**src/rtl/cac_pkg.sv**
```systemverilog
package cac_pkg;

  // Outcome of a release strobe in one clock
  typedef enum logic [1:0] {
    REL_IDLE   = 2'd0,
    REL_TAKE   = 2'd1,
    REL_REFUSE = 2'd2
  } rel_outcome_e;

  // Registered decision presented on the output stream
  typedef struct packed {
    logic valid;
    logic admit;
  } dec_t;

endpackage

```
**src/rtl/cac_class_slot.sv**
```systemverilog
// Per-class bookkeeping: active count and admissions staged for the next boundary.
module cac_class_slot #(
  parameter int CNT_W = 7
) (
  input  logic             clk,
  input  logic             rst_n,
  input  logic             tick,
  input  logic             rel_hit,
  input  logic             adm_hit,
  output logic [CNT_W-1:0] act_cnt,
  output logic [CNT_W-1:0] stg_cnt,
  output logic             rel_ok
);

  logic [CNT_W-1:0] act_q, stg_q;
  logic [CNT_W-1:0] act_d, stg_d;
  logic [CNT_W-1:0] act_less;

  // a release only removes a circuit that is already running
  assign rel_ok   = rel_hit && (act_q != '0);
  assign act_less = rel_ok ? (act_q - CNT_W'(1)) : act_q;

  always_comb begin
    act_d = tick ? (act_less + stg_q) : act_less;
    stg_d = tick ? '0 : stg_q;
    if (adm_hit) stg_d = stg_d + CNT_W'(1);
  end

  always_ff @(posedge clk or negedge rst_n) begin
    if (!rst_n) begin
      act_q <= '0;
      stg_q <= '0;
    end else begin
      act_q <= act_d;
      stg_q <= stg_d;
    end
  end

  assign act_cnt = act_q;
  assign stg_cnt = stg_q;

endmodule

```
**src/rtl/cac_weighted_sum.sv**
```systemverilog
// Rate-weighted sum of per-class counts.
module cac_weighted_sum #(
  parameter int                            NUM_CLASSES = 3,
  parameter int                            RATE_W      = 8,
  parameter int                            CNT_W       = 7,
  parameter int                            BW_W        = 7,
  parameter logic [NUM_CLASSES*RATE_W-1:0] CLASS_RATES = {8'd12, 8'd3, 8'd1}
) (
  input  logic [NUM_CLASSES*CNT_W-1:0] cnt_flat,
  output logic [BW_W-1:0]              total
);

  localparam int ACC_W = CNT_W + RATE_W + $clog2(NUM_CLASSES + 1);

  logic [ACC_W-1:0] acc;

  always_comb begin
    acc = '0;
    for (int k = 0; k < NUM_CLASSES; k++) begin
      acc = acc + ACC_W'(cnt_flat[k*CNT_W +: CNT_W]) * ACC_W'(CLASS_RATES[k*RATE_W +: RATE_W]);
    end
  end

  assign total = BW_W'(acc);

endmodule

```
**src/rtl/cac_admit_judge.sv**
```systemverilog
// Knapsack fit test: post-release total plus the class rate against the clamped ceiling.
module cac_admit_judge #(
  parameter int BW_W      = 7,
  parameter int RATE_W    = 8,
  parameter int LINE_RATE = 64
) (
  input  logic [BW_W-1:0]   rsv_now,
  input  logic [BW_W-1:0]   rel_amt,
  input  logic [RATE_W-1:0] req_rate,
  input  logic [BW_W-1:0]   ceil_bw,
  output logic [BW_W-1:0]   rsv_after_rel,
  output logic              fits
);

  localparam int SUM_W = ((BW_W > RATE_W) ? BW_W : RATE_W) + 1;

  logic [BW_W-1:0]  ceil_eff;
  logic [SUM_W-1:0] need;

  assign ceil_eff      = (ceil_bw > BW_W'(LINE_RATE)) ? BW_W'(LINE_RATE) : ceil_bw;
  assign rsv_after_rel = rsv_now - rel_amt;
  assign need          = SUM_W'(rsv_after_rel) + SUM_W'(req_rate);
  assign fits          = (need <= SUM_W'(ceil_eff));

endmodule

```
**src/rtl/circuit_admit_ctrl.sv**
```systemverilog
module circuit_admit_ctrl
  import cac_pkg::*;
#(
  parameter int                            NUM_CLASSES = 3,
  parameter int                            RATE_W      = 8,
  parameter logic [NUM_CLASSES*RATE_W-1:0] CLASS_RATES = {8'd12, 8'd3, 8'd1},
  parameter int                            LINE_RATE   = 64,
  parameter int                            BW_W        = $clog2(LINE_RATE + 1),
  parameter int                            CLS_W       = (NUM_CLASSES > 1) ? $clog2(NUM_CLASSES) : 1
) (
  input  logic             clk,
  input  logic             rst_n,
  input  logic             cycle_tick,
  input  logic [BW_W-1:0]  ceil_bw,
  input  logic             req_valid,
  output logic             req_ready,
  input  logic [CLS_W-1:0] req_class,
  output logic             dec_valid,
  input  logic             dec_ready,
  output logic             dec_admit,
  input  logic             rel_valid,
  input  logic [CLS_W-1:0] rel_class,
  output logic [BW_W-1:0]  committed_bw,
  output logic [BW_W-1:0]  rsv_bw,
  output logic             rel_err
);

  // every rate is at least one unit, so a count never exceeds the line rate
  localparam int CNT_W = BW_W;

  logic [NUM_CLASSES-1:0]       rel_hit, adm_hit, rel_ok;
  logic [NUM_CLASSES*CNT_W-1:0] act_flat, stg_flat;
  logic [RATE_W-1:0]            req_rate, rel_rate;
  logic [BW_W-1:0]              rsv_q, rsv_after_rel, rsv_d;
  logic                         req_fire, req_cls_ok, rel_cls_ok, fits, admit_now;
  dec_t                         dec_q;
  rel_outcome_e                 rel_out;
  logic                         err_q;

  assign req_cls_ok = ({1'b0, req_class} < (CLS_W+1)'(NUM_CLASSES));
  assign rel_cls_ok = ({1'b0, rel_class} < (CLS_W+1)'(NUM_CLASSES));

  // ---------------- request stream acceptance ----------------
  assign req_ready = !dec_q.valid || dec_ready;
  assign req_fire  = req_valid && req_ready;

  // ---------------- per-class slots ----------------
  for (genvar g = 0; g < NUM_CLASSES; g++) begin : g_slot
    assign rel_hit[g] = rel_valid && (rel_class == CLS_W'(g));
    assign adm_hit[g] = admit_now && (req_class == CLS_W'(g));

    cac_class_slot #(.CNT_W(CNT_W)) u_slot (
      .clk     (clk),
      .rst_n   (rst_n),
      .tick    (cycle_tick),
      .rel_hit (rel_hit[g]),
      .adm_hit (adm_hit[g]),
      .act_cnt (act_flat[g*CNT_W +: CNT_W]),
      .stg_cnt (stg_flat[g*CNT_W +: CNT_W]),
      .rel_ok  (rel_ok[g])
    );
  end

  // ---------------- rate selection ----------------
  always_comb begin
    req_rate = '0;
    rel_rate = '0;
    for (int k = 0; k < NUM_CLASSES; k++) begin
      if (req_class == CLS_W'(k)) req_rate = CLASS_RATES[k*RATE_W +: RATE_W];
      if (rel_ok[k])              rel_rate = CLASS_RATES[k*RATE_W +: RATE_W];
    end
  end

  // ---------------- fit test (release applied first) ----------------
  cac_admit_judge #(
    .BW_W      (BW_W),
    .RATE_W    (RATE_W),
    .LINE_RATE (LINE_RATE)
  ) u_judge (
    .rsv_now       (rsv_q),
    .rel_amt       (BW_W'(rel_rate)),
    .req_rate      (req_rate),
    .ceil_bw       (ceil_bw),
    .rsv_after_rel (rsv_after_rel),
    .fits          (fits)
  );

  assign admit_now = req_fire && req_cls_ok && fits;
  assign rsv_d     = admit_now ? (rsv_after_rel + BW_W'(req_rate)) : rsv_after_rel;

  // ---------------- release outcome ----------------
  always_comb begin
    if (!rel_valid)                      rel_out = REL_IDLE;
    else if (rel_cls_ok && (|rel_ok))    rel_out = REL_TAKE;
    else                                 rel_out = REL_REFUSE;
  end

  // ---------------- state registers ----------------
  always_ff @(posedge clk or negedge rst_n) begin
    if (!rst_n) begin
      rsv_q <= '0;
      dec_q <= '0;
      err_q <= 1'b0;
    end else begin
      rsv_q <= rsv_d;
      if (req_fire) begin
        dec_q.valid <= 1'b1;
        dec_q.admit <= admit_now;
      end else if (dec_ready) begin
        dec_q.valid <= 1'b0;
      end
      if (rel_out == REL_REFUSE) err_q <= 1'b1;
    end
  end

  // ---------------- planner view ----------------
  cac_weighted_sum #(
    .NUM_CLASSES (NUM_CLASSES),
    .RATE_W      (RATE_W),
    .CNT_W       (CNT_W),
    .BW_W        (BW_W),
    .CLASS_RATES (CLASS_RATES)
  ) u_commit_sum (
    .cnt_flat (act_flat),
    .total    (committed_bw)
  );

  assign rsv_bw    = rsv_q;
  assign dec_valid = dec_q.valid;
  assign dec_admit = dec_q.admit;
  assign rel_err   = err_q;

endmodule

```
**config.mk**
```make
export PLATFORM = sky130hd
export DESIGN_NAME = circuit_admit_ctrl
export DESIGN_NICKNAME = d
export VERILOG_FILES = /design/src/rtl/cac_pkg.sv /design/src/rtl/cac_class_slot.sv /design/src/rtl/cac_weighted_sum.sv /design/src/rtl/cac_admit_judge.sv /design/src/rtl/circuit_admit_ctrl.sv
export SDC_FILE = /design/constraint.sdc
export NUM_CORES = 1
export LEC_CHECK = 0
export BUFFER_PORTS_ARGS = -buffer_cell sky130_fd_sc_hd__buf_2
export CAP_MARGIN = 25
export CORE_ASPECT_RATIO = 1.4
export CORE_UTILIZATION = 55
export CTS_CLUSTER_SIZE = 24
export DETAILED_ROUTE_END_ITERATION = 8
export PLACE_DENSITY = 0.74
export SLEW_MARGIN = 40
export SYNTH_ARGS = -nofsm -noshare
export SYNTH_HDL_FRONTEND = slang
export SYNTH_SLANG_ARGS = --single-unit
```
**constraint.sdc**
```tcl
create_clock -name clk -period 8.75 [get_ports clk]
set_input_delay 0.875 -clock clk [delete_from_list [all_inputs] [get_ports clk]]
set_output_delay 0.875 -clock clk [all_outputs]
set_load 0.05 [all_outputs]
```
==> impl_metrics.json <==
{
  "status": "completed",
  "yosys.cell_types.count": 56,
  "synth_async_sr_flop_share_pct": 100,
  "clk_root_buffer_cell": "clkbuf_16",
  "worst-slew-pin-transition_ns": 0.681,
  "cts_setup_buffers": 0,
  "worstPathCellList": "inv_1 -> ha_1 -> and4b_1 -> nor3_2 -> or2_2 -> ha_1 -> inv_1 -> fa_1 -> xor2_1 -> ha_1 -> a21oi_1 -> a21boi_0 -> a2bb2oi_1 -> xnor2_1 -> ha_1 -> a211oi_1 -> o211ai_1 -> a2bb2oi_1 -> a31oi_2 -> nand2_1 -> mux2_2",
  "die-area_um2": 8960,
  "timing.hold.worst_path_depth": 2,
  "remaining_drc_errors": 0,
  "cts_num_sinks": 52,
  "reg2reg_from": "g_slot[1].u_slot.act_cnt[1]",
  "die_x_um": 80.3,
  "holdBufCountCts": 0,
  "core_region_area_um2": 8250,
  "commonest_non_fill_non_tap_cell_in_the_layout": "ha_1",
  "ys_seq_elements": 52,
  "dominantRegCellSynth": "dfrtp_1",
  "routed_len_inst_um": 14.6,
  "r2r-end": "g_slot[2].u_slot.stg_cnt[1]",
  "ff2ff_setup_slack_ns": 2.73,
  "placed_area_um2": 4980,
  "critical_path.most_common_cell": "ha_1",
  "dp_cells": 630,
  "post_synthesis_mean_instance_area_um2": 9.38,
  "effective_utilization_at_floorplan_pct": 57.2,
  "netlist_instances": 503,
  "clk_latency_ns": 0.30,
  "io_buffer_count": 34,
  "place_hpwl_um": 7310,
  "worstRegToRegCells": 21,
  "finalNetCount": 629,
  "grt_antenna_before_repair": 0,
  "post_route_cells_drive_above_1_share_pct": 12.7,
  "finalSetupViolCount": 0,
  "routed_wirelength_um": 9330,
  "insertedDiodeCount": 0,
  "setup.worst_path.class": "register to register",
  "timing.critical_path.arrival_ns": 6.21,
  "sequential_cell_area_um2": 1300,
  "post_cts_resize_count": 0,
  "edff_count_synth": 0,
  "hold_path.startpoint": "rel_err",
  "drtIter0Drc": 150,
  "standard_cell_row_count": 39,
  "clock_tree.htree_level_count": 2,
  "ios": 35,
  "synth.net_count": 597,
  "grt_pass1_vias": 3841,
  "grt.total_usage_pct": 24.0,
  "via_per_inst": 5.74,
  "clock-skew-final_ns": 0.00394,
  "pre_cts_slack_ns": 2.74,
  "multi_input_comb_area_um2": 3200,
  "pin_count_of_the_biggest_net_entering_global_routing": 66,
  "finalWeightedCongestion": 0.821,
  "rsz0062_at_grt": "false",
  "overflow": 0,
  "worst-path-max-fanout": 12,
  "final-instance-count-excl-fill": 638,
  "layout.cell_area.non_filler_um2": 5170,
  "crit_path_start_kind": "register",
  "hp-class": "register to register",
  "report.final.hold_viol_count": 0,
  "fmax_mhz": 166,
  "worst_slew_margin_relative_to_its_limit_pct": 54.6,
  "drt_pass1_iterations": 5,
  "cts.reportedPaths.clkPinSlew_ns": 0.07,
  "cts_tree": "built",
  "fillCellCount": 701,
  "synth-seq-area-share_pct": 27.6,
  "layout.cells.most_common_list": "ha_1 (61), dfrtp_1 (52), inv_1 (45)",
  "yosys_warnings": 0,
  "crit_path_max_incr_delay_ns": 0.58,
  "max_cap_violations": 0,
  "layout_worst_path_cycle_share_pct": 68.8,
  "die_y_um": 112,
  "remaining_antenna_violation_count_after_routing": 0,
  "grt_pass1_wl_um": 16800,
  "finalWorstSetupSlack_ns": 2.73,
  "syn_to_final_growth_pct": 9.58,
  "clk_path_buf_depth": 2,
  "setup_total_negative_slack_ns": 0,
  "cp_data_required_time_ns": 8.93,
  "tritoncts.num_buffers": 5,
  "via_count": 3664,
  "crit_path_end_kind": "register",
  "crit_slowest_cell": "a31oi_2",
  "holdPathEnd": "rel_err",
  "finalCriticalPeriod_ns": 6.02,
  "post_synth_instance_area_um2": 4720,
  "drv_slew": 0
}
## synthesized netlist by cell type, drive strengths merged (3+ instances only)
| cell type | instances | share of area [%] |
|---|---|---|
| nand4 | 6 | 0.80 |
| nor3 | 6 | 0.74 |
| ha | 61 | 16 |
| inv | 45 | 3.6 |
| mux2 | 13 | 3.1 |
| nand2 | 37 | 2.9 |
| nor2 | 30 | 2.4 |
| nand2b | 6 | 0.80 |
| and3 | 6 | 0.90 |
| o21a | 3 | 0.48 |
| fa | 16 | 6.8 |
| dfrtp | 52 | 28 |
| o21bai | 3 | 0.48 |
| o2111ai | 3 | 0.56 |
| clkbuf | 6 | 0.48 |
| a21oi | 40 | 4.2 |
| nand3b | 3 | 0.48 |
| a21o | 12 | 1.9 |
| xnor2 | 43 | 8.0 |
| nand3 | 21 | 2.2 |
| or4 | 11 | 1.8 |
| buf | 5 | 0.74 |
| nor2b | 14 | 1.9 |
| xor2 | 11 | 2.2 |
| o21ai | 6 | 0.64 |
| o31a | 3 | 0.58 |
| o31ai | 10 | 1.6 |
## worst max-delay path, delay by kind of cell (launching register included)
kind	cells	cell delay, ns
AO/OA/AOI/OAI	7	1.98
adder cells (fa/ha/maj)	5	1.38
AND/OR/NAND/NOR	4	1.21
flip-flops	1	0.47
XOR/XNOR	2	0.35
multiplexers	1	0.32
buffers and inverters	2	0.19
## per-layer routing
layer | global-route usage, % | up-vias | wire length, um
li1 | - | 1827 | -
met1 | 27.1 | 1772 | 4020
met2 | 44.0 | 51 | 4860
met3 | 3.52 | 14 | 215
met4 | 9.64 | 0 | 238
met5 | 0 | - | 0
## layout make-up
cell class	count	area share, %
flip-flops and latches	52	25.2
well taps	102	2.47
inverters	45	3.27
clock inverters	1	0.581
clock buffers	7	2.95
multi-input cells	395	62.0
repair buffers	36	3.58
## per-stage QoR
step	util, %	hold WS [ns]
final	62.7	0.468
after global routing	62.7	0.516
after CTS	62.6	0.475
after detailed placement	60.4	0.459
after global placement	60.3	0.459
after floorplan	-	0.521
## cells by family after synthesis
logic type / synth area share, %
muxes: 3.32
and+or+nand+nor: 17.3
DFF: 27.6
adders and majority gates: 23.0
AOI/OAI and AO/OA: 13.8
xor gates and xnor gates: 10.2
buffers and inverters: 4.80
## state kept, by name (all words and copies together) (netlist names)
register	flops
rsv_bw	7
g_slot.u_slot.act_cnt	21
dec_admit	1
dec_valid	1
rel_err	1
g_slot.u_slot.stg_cnt	21
## worst max path at each step
| stage | startpoint | to | cells after the start | slack (ns) |
|---|---|---|---|---|
| floorplan | rel_valid | g_slot[1].u_slot.stg_cnt[4] | 19 | 3.50 |
| global placement | rel_valid | g_slot[0].u_slot.stg_cnt[1] | 20 | 2.69 |
| detailed placement | rel_valid | g_slot[2].u_slot.stg_cnt[1] | 20 | 2.74 |
| CTS | g_slot[1].u_slot.act_cnt[1] | g_slot[2].u_slot.stg_cnt[1] | 21 | 2.72 |
| global route | g_slot[1].u_slot.act_cnt[1] | g_slot[0].u_slot.stg_cnt[1] | 21 | 2.25 |
| finish | g_slot[1].u_slot.act_cnt[1] | g_slot[2].u_slot.stg_cnt[1] | 21 | 2.73 |
Power is not shown: default switching activity piles up to over one toggle a cycle in this logic, so the estimate is an artifact.
